## config.mk

```make
export PLATFORM = sky130hd
export DESIGN_NAME = ivt_top
export DESIGN_NICKNAME = d
export VERILOG_FILES = /design/src/rtl/ivt_pkg.sv /design/src/rtl/ivt_regs.sv /design/src/rtl/ivt_counter.sv /design/src/rtl/ivt_irq.sv /design/src/rtl/ivt_top.sv
export SDC_FILE = /design/constraint.sdc
export NUM_CORES = 1
export LEC_CHECK = 0
export ABC_CLOCK_PERIOD_IN_PS = 3000
export CORE_ASPECT_RATIO = 1.5
export CORE_UTILIZATION = 54
export CTS_CLUSTER_DIAMETER = 60
export DETAILED_ROUTE_END_ITERATION = 7
export PLACE_DENSITY_LB_ADDON = 0.25
export SKIP_LAST_GASP = 1
export SYNTH_ARGS = -nofsm -noshare
export SYNTH_HDL_FRONTEND = slang
export SYNTH_HIERARCHICAL = 1
export SYNTH_SLANG_ARGS = --single-unit
```

## constraint.sdc

```tcl
create_clock -name clk -period 3 [get_ports clk]
set_clock_uncertainty 0.1 [all_clocks]
set_input_delay 0.6 -clock clk [delete_from_list [all_inputs] [get_ports clk]]
set_output_delay 0.6 -clock clk [all_outputs]
set_load 0.05 [all_outputs]
```

## src/rtl/ivt_pkg.sv

```systemverilog
package ivt_pkg;

    // Register byte offsets (software decodes these)
    localparam int OFS_LOAD_LO = 'h00;
    localparam int OFS_LOAD_HI = 'h04;
    localparam int OFS_CNT_LO  = 'h08;
    localparam int OFS_CNT_HI  = 'h0C;
    localparam int OFS_CTRL    = 'h10;
    localparam int OFS_PEND    = 'h18;
    localparam int WORD_BYTES  = 4;
    localparam int CTRL_BITS   = 3;

    typedef enum logic {
        MODE_PERIODIC = 1'b0,
        MODE_ONESHOT  = 1'b1
    } run_mode_e;

    // bit 2 unmask, bit 1 mode, bit 0 enable
    typedef struct packed {
        logic      unmask;
        run_mode_e mode;
        logic      en;
    } ctrl_t;

    function automatic ctrl_t decode_ctrl(input logic [CTRL_BITS-1:0] raw);
        ctrl_t c;
        c.unmask = raw[2];
        c.mode   = run_mode_e'(raw[1]);
        c.en     = raw[0];
        return c;
    endfunction

endpackage

```

## src/rtl/ivt_regs.sv

```systemverilog
module ivt_regs
    import ivt_pkg::*;
#(
    parameter int ADDR_W = 5,
    parameter int DATA_W = 32,
    localparam int CNT_W = 2 * DATA_W
) (
    input  logic              clk,
    input  logic              rst,
    input  logic              bus_wr,
    input  logic [ADDR_W-1:0] bus_addr,
    input  logic [DATA_W-1:0] bus_wdata,
    input  logic [CNT_W-1:0]  count,
    input  logic              pending,
    output logic [DATA_W-1:0] bus_rdata,
    output ctrl_t             ctrl,
    output logic [CNT_W-1:0]  load_val,
    output logic              start,
    output logic              clr
);
    logic hit_ctrl, hit_pend;
    logic [DATA_W-1:0] load_w [2];
    logic [DATA_W-1:0] rd_load, rd_cnt;

    assign hit_ctrl = (bus_addr == ADDR_W'(OFS_CTRL));
    assign hit_pend = (bus_addr == ADDR_W'(OFS_PEND));

    // Start value words, one register per half
    for (genvar g = 0; g < 2; g++) begin : g_load
        always_ff @(posedge clk) begin
            if (rst) begin
                load_w[g] <= '0;
            end else if (bus_wr && bus_addr == ADDR_W'(OFS_LOAD_LO + g * WORD_BYTES)) begin
                load_w[g] <= bus_wdata;
            end
        end
        assign load_val[g*DATA_W +: DATA_W] = load_w[g];
    end

    always_ff @(posedge clk) begin
        if (rst) begin
            ctrl <= '0;
        end else if (bus_wr && hit_ctrl) begin
            ctrl <= decode_ctrl(bus_wdata[CTRL_BITS-1:0]);
        end
    end

    // Restart only on an off-to-on transition
    assign start = bus_wr && hit_ctrl && bus_wdata[0] && !ctrl.en;
    assign clr   = bus_wr && hit_pend && bus_wdata[0];

    always_comb begin
        rd_load = load_w[bus_addr[2]];
        rd_cnt  = count[(bus_addr[2] ? DATA_W : 0) +: DATA_W];
        case (bus_addr)
            ADDR_W'(OFS_LOAD_LO), ADDR_W'(OFS_LOAD_HI): bus_rdata = rd_load;
            ADDR_W'(OFS_CNT_LO),  ADDR_W'(OFS_CNT_HI):  bus_rdata = rd_cnt;
            ADDR_W'(OFS_CTRL):  bus_rdata = DATA_W'(ctrl);
            ADDR_W'(OFS_PEND):  bus_rdata = DATA_W'(pending);
            default:            bus_rdata = '0;
        endcase
    end

    AST_CTRL_WRITE: assert property (@(posedge clk) disable iff (rst)
        bus_wr && hit_ctrl |=> ctrl == decode_ctrl($past(bus_wdata[CTRL_BITS-1:0])));

endmodule

```

## src/rtl/ivt_counter.sv

```systemverilog
module ivt_counter
    import ivt_pkg::*;
#(
    parameter int CNT_W = 64
) (
    input  logic             clk,
    input  logic             rst,
    input  logic             tick,
    input  logic             en,
    input  run_mode_e        mode,
    input  logic             start,
    input  logic [CNT_W-1:0] load_val,
    output logic [CNT_W-1:0] count,
    output logic             expire
);
    logic [CNT_W-1:0] act_q;
    logic             done_q;
    logic             step, at_zero;

    assign at_zero = (count == '0);
    assign step    = en && !done_q && tick && !start;
    assign expire  = step && at_zero;

    always_ff @(posedge clk) begin
        if (rst) begin
            count  <= '0;
            act_q  <= '0;
            done_q <= 1'b0;
        end else if (start) begin
            count  <= load_val;
            act_q  <= load_val;
            done_q <= 1'b0;
        end else if (step) begin
            if (at_zero) begin
                if (mode == MODE_PERIODIC) count <= act_q;
                else                       done_q <= 1'b1;
            end else begin
                count <= count - 1'b1;
            end
        end
    end

    AST_START_LOADS: assert property (@(posedge clk) disable iff (rst)
        start |=> count == $past(load_val));

    AST_IDLE_HOLDS: assert property (@(posedge clk) disable iff (rst)
        !en && !start |=> $stable(count));

    AST_PERIODIC_RELOAD: assert property (@(posedge clk) disable iff (rst)
        expire && mode == MODE_PERIODIC |=> count == $past(act_q));

    AST_ONESHOT_PARKED: assert property (@(posedge clk) disable iff (rst)
        done_q && !start |=> count == '0 && !expire);

endmodule

```

## src/rtl/ivt_irq.sv

```systemverilog
module ivt_irq (
    input  logic clk,
    input  logic rst,
    input  logic expire,
    input  logic clr,
    input  logic unmask,
    output logic pending,
    output logic irq
);
    always_ff @(posedge clk) begin
        if (rst)         pending <= 1'b0;
        else if (expire) pending <= 1'b1;
        else if (clr)    pending <= 1'b0;
    end

    assign irq = pending && unmask;

    AST_EXPIRE_SETS: assert property (@(posedge clk) disable iff (rst)
        expire |=> pending);

    AST_CLEAR_DROPS: assert property (@(posedge clk) disable iff (rst)
        clr && !expire |=> !pending);

    AST_IRQ_STICKY: assert property (@(posedge clk) disable iff (rst)
        pending && !clr |=> pending);

endmodule

```

## src/rtl/ivt_top.sv

```systemverilog
module ivt_top
    import ivt_pkg::*;
#(
    parameter int ADDR_W = 5,
    parameter int DATA_W = 32
) (
    input  logic              clk,
    input  logic              rst,
    input  logic              tick,
    input  logic              bus_wr,
    input  logic [ADDR_W-1:0] bus_addr,
    input  logic [DATA_W-1:0] bus_wdata,
    output logic [DATA_W-1:0] bus_rdata,
    output logic              irq
);
    localparam int CNT_W = 2 * DATA_W;

    ctrl_t            ctrl;
    logic [CNT_W-1:0] load_val, count;
    logic             start, clr, expire, pending;

    ivt_regs #(.ADDR_W(ADDR_W), .DATA_W(DATA_W)) u_regs (
        .clk(clk), .rst(rst), .bus_wr(bus_wr), .bus_addr(bus_addr),
        .bus_wdata(bus_wdata), .count(count), .pending(pending),
        .bus_rdata(bus_rdata), .ctrl(ctrl), .load_val(load_val),
        .start(start), .clr(clr)
    );

    ivt_counter #(.CNT_W(CNT_W)) u_counter (
        .clk(clk), .rst(rst), .tick(tick), .en(ctrl.en), .mode(ctrl.mode),
        .start(start), .load_val(load_val), .count(count), .expire(expire)
    );

    ivt_irq u_irq (
        .clk(clk), .rst(rst), .expire(expire), .clr(clr),
        .unmask(ctrl.unmask), .pending(pending), .irq(irq)
    );

    AST_IRQ_NEEDS_UNMASK: assert property (@(posedge clk) disable iff (rst)
        irq |-> ctrl.unmask);

endmodule

```

==> results.cfg, run 1 <==
[sta]
relSlewSlack_pct = 49.8
worst_pin_slew_ps = 746
finalSetupViolCount = 0
slew_viol_final = 0
hold_viol = 0
min_period_ps = 2970
fmaxAchievable_mhz = 336
rsz0062_at_grt = yes
finalCritPeriodShare_pct = 99.1

[run_status]
status = completed

[floorplanning]
coreArea_um2 = 19200
die-width_um = 117
dieHeight_um = 174
rows = 62
boundaryPins = 74
initial_core_util_pct = 55.2
die_area_um2 = 20300

[route]
antenna_left = 0
drt-pass1-iter-count = 6
vias_per_cell = 6.65
vias = 10351
drcViolationCount = 0
dr.first_iter.drc_count = 1056
avgRoutedWirePerCell_um = 21.6
routed_wl_mm = 33.6

[logic_synthesis]
yosys_warnings = 6
yosysTopAreaCellShare_pct = 25.1
syn-instance-count = 1195
synthFlopType = dfxtp_1
synth_top_area_cell = dfxtp_1
netlist_area_um2 = 10600
synth.area.top_cells = dfxtp_1, edfxtp_1, mux2i_1
async_reset_ff_share_pct = 0
ys_seq_area_share_pct = 43.2
syn_avg_cell_area_um2 = 8.89
ys_ff_latch = 197
yosysUniqueCellTypes = 72
synthesis.nets = 1238
synth_most_common_cell = dfxtp_1
synth_edf_count = 64
synthTopCellsByCount = dfxtp_1, nor2_1, nand2_1

[placed_design]
place_congestion = 0.929
io_buffers = 73
placed_cells = 1523
dpl-instance-area_um2 = 12400
place_hpwl_mm = 22.5

[critical_path]
cp_common_cell = buf_4
reg2reg_depth = 8
reg2reg_from = u_counter/count[8]
critPathCaptureType = flop
crit_start = u_counter/count[8]
cp-start-kind = flop
critPathArrivalTime_ps = 3210
path_class = flop to flop
worstPathMaxFanout = 10
cp_slowest_cell = or4_4
cpPeakStageDelay_ps = 590
cp.required_ps = 3240
reg2reg_slack_ps = 30
path_cells = or4_4 -> nor4_4 -> nand4_4 -> buf_4 -> o31ai_4 -> buf_4 -> a21oi_1 -> o32ai_1

[cells_and_area]
multi_input_area_um2 = 5590
stdcell_count = 1557
drive_above_1_share_pct = 15.4
fin_util_pct = 68.0
n_antenna_cell = 0
fillers = 1572
final_cell_area_um2 = 13100
nets = 1331
area_delta_synth_final_pct = 23.0
seqCellArea_um2 = 4580

[clock_tree]
htree_levels = 4
clock-root-buffer = clkbuf_16
cts.sinks = 197
clk_latency_ps = 440
clkTransAtPathRegs_ps = 80
cts_hold_buffers = 0
cts_buffers = 17
clk_path_buf_depth = 2
cts_tree = yes

[grt]
gr-total-overflow = 0
grt_pass1_wl_mm = 53.1
track_usage_pct = 34.2
grt_max_degree = 88
antenna_found_initial = 0
grt_pass1_vias = 10104

[min_path]
hold_depth = 2
hp-class = flop to flop
hold_start = u_counter/act_q[21]

[power]
power_density_nw_per_um2 = 537
leakage_nw = 5.00
total_power_w = 0.00702
peakVddDrop_uv = 486

[run]
max-cap-violations = 0
-- final timing paths --
check                        end
max          u_counter/count[31]
min          u_counter/act_q[21]
max reg2reg  u_counter/count[31]
min reg2reg  u_counter/act_q[21]
-- what timing repair did --
item,CTS,global route
buffers inserted,0,2
resized for setup,0,9
hold endpoints to repair,0,0
setup endpoints to repair,0,31
-- worst max-delay path: cells and delay by family, from the launching register on --
family                 cells  cell delay (ps)
buffers and inverters      2              470
AND/OR/NAND/NOR            3             1210
flip-flops                 1              310
AO/OA/AOI/OAI              3              790
-- layout by cell type, fill, tap and decap left out, types with 5 or more instances in the layout --
cell type and instances:
a2111oi_0 5, a211o_1 17, a211oi_1 10, a21oi_1 72, a221oi_1 7, a31oi_1 38
and2_1 5, and4_1 5, buf_12 42, buf_4 90, clkbuf_16 17, clkdlybuf4s50_1 39
dfxtp_1 133, edfxtp_1 64, inv_1 16, inv_6 5, mux2i_1 95, nand2_1 103
nand2b_1 41, nand3_1 28, nand4_1 10, nor2_1 124, nor3_1 45, nor4_1 15
o211ai_1 11, o21ai_0 51, o21ai_1 8, o221ai_1 8, o22ai_1 30, o31a_1 6
o31ai_1 9, o32ai_1 22, or3_1 13, or4_1 10, xnor2_1 14, xor2_1 12
-- registers in the layout, summed over array words and instances, names as in the netlist --
name	cells
u_counter/done_q	1
u_irq/pending	1
u_regs/load_w	64
u_regs/ctrl	3
u_counter/act_q	64
u_counter/count	64
-- metrics by stage --
step | hold WS [ps] | setup TNS, ps | setup WS [ps]
after floorplan | 345 | 0 | 50.5
after global placement | 352 | -641 | -53.9
after CTS | 368 | 0 | 36.3
after global routing | 387 | -232 | -62.4
after detailed placement | 357 | -3040 | -152
final | 370 | 0 | 26.3
-- power by group --
group	total (W)	leakage, nW	internal (W)	switching (W)
Clock	0.00228	0.287	0.00115	0.00112
Sequential	0.00287	1.68	0.00281	0.0000568
Combinational	0.00188	3.03	0.000759	0.00112
-- layout make-up --
| type | count | area share [%] |
|---|---|---|
| timing repair buffer | 172 | 14.7 |
| multi-input combinational | 882 | 42.8 |
| tap | 256 | 2.45 |
| inverter | 18 | 0.517 |
| clock buffer | 19 | 3.46 |
| clock inverter | 13 | 1.04 |
| sequential | 197 | 35.1 |
-- metal layers --
metal / GRT usage [%] / share of wire, % / wire (um)
met4: 19.7 / 5.9 / 1970
met5: 0 / 0 / 0
met2: 55.7 / 49 / 16500
met1: 42.6 / 38 / 12800
met3: 4.86 / 7.0 / 2340
-- cells by family (layout without fill, tap and decap cells) --
group / Yosys count / after routing / share of synthesized area [%]
xor+xnor: 26 / 26 / 2.14
mux: 99 / 99 / 9.37
simple gates: 433 / 433 / 20.4
compound gates: 322 / 322 / 20.1
buf+inv: 116 / 222 / 4.55
flops: 197 / 197 / 43.2
fa+ha+maj: 2 / 2 / 0.236
(Power assumes the default switching activity.)
==> run 2: changes to the inputs <==
- CORE_ASPECT_RATIO: 1.5 -> 1.75
- CTS_BUF_LIST: unset -> sky130_fd_sc_hd__clkbuf_4 sky130_fd_sc_hd__clkbuf_8 sky130_fd_sc_hd__clkbuf_16
==> run 2 against run 1 <==
The run now ends with setup timing left; via count grew 0.20%; core utilization increased by 0.85 points; sequential power is essentially flat; setup slack worse by 46 ps; non-clock buffer count rose by 15; sequential cell count is the same; die area barely moved; count of clock-buffer cells in the layout grew 7; clock power about the same; cell count did not move; routed wire length increased by 3.9%; final area grew 1.0%; critical endpoint is now u_counter/count[28]; largest cell class unchanged; largest power group unchanged.
==> results.cfg, run 2 (synthesized netlist as in run 1, its figures left out) <==
[floorplanning]
die_area_um2 = 20300
initial_core_util_pct = 55.3
die-width_um = 108
rows = 67
boundaryPins = 74
dieHeight_um = 188
coreArea_um2 = 19200

[sta]
hold_viol = 0
tns_ps = -19.7
finalWorstSetupSlack_ps = -19.7
relSlewSlack_pct = 47.4
finalSetupViolCount = 1
slew_viol_final = 0
fmaxAchievable_mhz = 331
finalCritPeriodShare_pct = 101
min_period_ps = 3020
rsz0062_at_grt = yes
worst_pin_slew_ps = 790
holdWs_ps = 366

[clock_tree]
cts.sinks = 197
cts_tree = yes
cts_hold_buffers = 0
htree_levels = 4
clk_path_buf_depth = 2
clkTransAtPathRegs_ps = 70
clock-root-buffer = clkbuf_16
cts_buffers = 17
clk_latency_ps = 450

[power]
total_power_w = 0.00714
clockPowerShare_pct = 32.3
p_int_w = 0.00492
p_comb_share_pct = 27.6
peakVddDrop_uv = 508
p_sw_w = 0.00222
seqPwrFrac_pct = 40.1
swShare_pct = 31.1
power_density_nw_per_um2 = 541
leakage_nw = 5.09

[critical_path]
crit_family = simple AND/OR/NAND/NOR gates
crit_start = u_counter/count[4]
reg2reg_slack_ps = -20
critPathArrivalTime_ps = 3290
cp.required_ps = 3270
cpPeakStageDelay_ps = 660
cp.depth = 8
cp_num_buf_inv = 2
crit_end = u_counter/count[28]
path_cells = or4_1 -> buf_4 -> nor3_1 -> buf_4 -> and3_1 -> xnor2_1 -> a211o_1 -> a31oi_1
reg2reg_from = u_counter/count[4]
worstPathMaxFanout = 8
cp_common_cell = buf_4
path_class = flop to flop
reg2reg_depth = 8
regToRegEndpoint = u_counter/count[28]
cp-start-kind = flop
critPathCaptureType = flop
cp_slowest_cell = or4_1

[placed_design]
pre_cts_ws_ps = -150
io_buffers = 73
place_hpwl_mm = 24.0
place_congestion = 0.973
placed_cells = 1523

[cells_and_area]
stdcell_count = 1557
multi_input_area_um2 = 5630
seqCellArea_um2 = 4580
largestRegisters = u_counter/act_q (64), u_counter/count (64), u_regs/load_w (64)
n_antenna_cell = 0
fillers = 1479
area_delta_synth_final_pct = 24.3
mostFrequentLayoutCells = dfxtp_1, nor2_1, buf_4
nets = 1346
layout_commonest_cell = dfxtp_1
drive_above_1_share_pct = 16.7

[route]
routed_wl_mm = 34.9
antenna_left = 0
drcViolationCount = 0
drt-pass1-iter-count = 8
avgRoutedWirePerCell_um = 22.4
vias = 10372
dr.first_iter.drc_count = 1067
vias_per_cell = 6.66

[run_status]
violations = setup timing
status = finished, violations left

[grt]
gr-total-overflow = 0
track_usage_pct = 35.7
antenna_found_initial = 0
grt_max_degree = 68
grt_pass1_wl_mm = 55.2
grt_pass1_vias = 10200

[min_path]
hp-class = flop to flop

[run]
max-cap-violations = 0
## run 2: cell types whose count changed in the layout (fill, tap and decap cells not counted), sizes merged
cell      delta
buf         +15
clkbuf       +7
inv          -6
clkinvlp     -1
## run 2: timing repair
item	in CTS	in global routing
setup buffers	0	2
pin swaps	0	3
endpoints found under the setup margin	4	38
cloned	0	0
gates resized for setup	2	15
## run 2: worst min-delay path by stage
stage	slack, ps	depth (start not counted)	end	startpoint
2_1_floorplan	350	2	u_counter/act_q[51]	u_counter/act_q[51]
6_report	370	2	u_counter/act_q[18]	u_counter/act_q[18]
3_5_place_dp	360	2	u_counter/act_q[2]	u_counter/act_q[2]
3_3_place_gp	350	2	u_counter/act_q[9]	u_counter/act_q[9]
4_1_cts	370	2	u_counter/act_q[19]	u_counter/act_q[19]
5_1_grt	380	2	u_counter/act_q[18]	u_counter/act_q[18]
## run 2: metrics by stage
stage | util (%) | cell area (um2)
after floorplan | - | 10600
after global placement | 65.2 | 12500
after detailed placement | 65.2 | 12500
after CTS | 68.4 | 13100
after global routing | 68.8 | 13200
final | 68.8 | 13200
## run 2: area by class of cell
cell class                 count  share of cell area [%]
clock buffer                  26                    4.27
clock inverter                 6                   0.256
inverter                      18                   0.512
multi-input combinational    882                    42.7
sequential                   197                    34.7
tap                          241                    2.28
timing repair buffer         187                    15.3
## run 2: power by group through the flow
stage | sequential [W] | combinational [W] | clock, W
3_5_place_dp | 0.00293 | 0.00184 | 0
4_1_cts | 0.00287 | 0.00186 | 0.00232
3_3_place_gp | 0.00292 | 0.00182 | 0
2_1_floorplan | 0.00291 | 0.00117 | 0
5_1_grt | 0.00287 | 0.00207 | 0.00242
6_report | 0.00287 | 0.00197 | 0.00231
## run 2: worst register-to-register path: stages (launching register included)
cell     delay (ps)
dfxtp_1         310
or4_1           660
buf_4           250
nor3_1          320
buf_4           210
and3_1          460
xnor2_1         140
a211o_1         310
a31oi_1         190
## run 2: routing by layer
layer	GRT usage [%]	vias to the layer above	share of wire, %
met3	6.01	131	7.2
met4	19.9	0	4.9
met2	59.7	572	51
met5	0	-	0
met1	42.9	4986	37
li1	-	4683	-
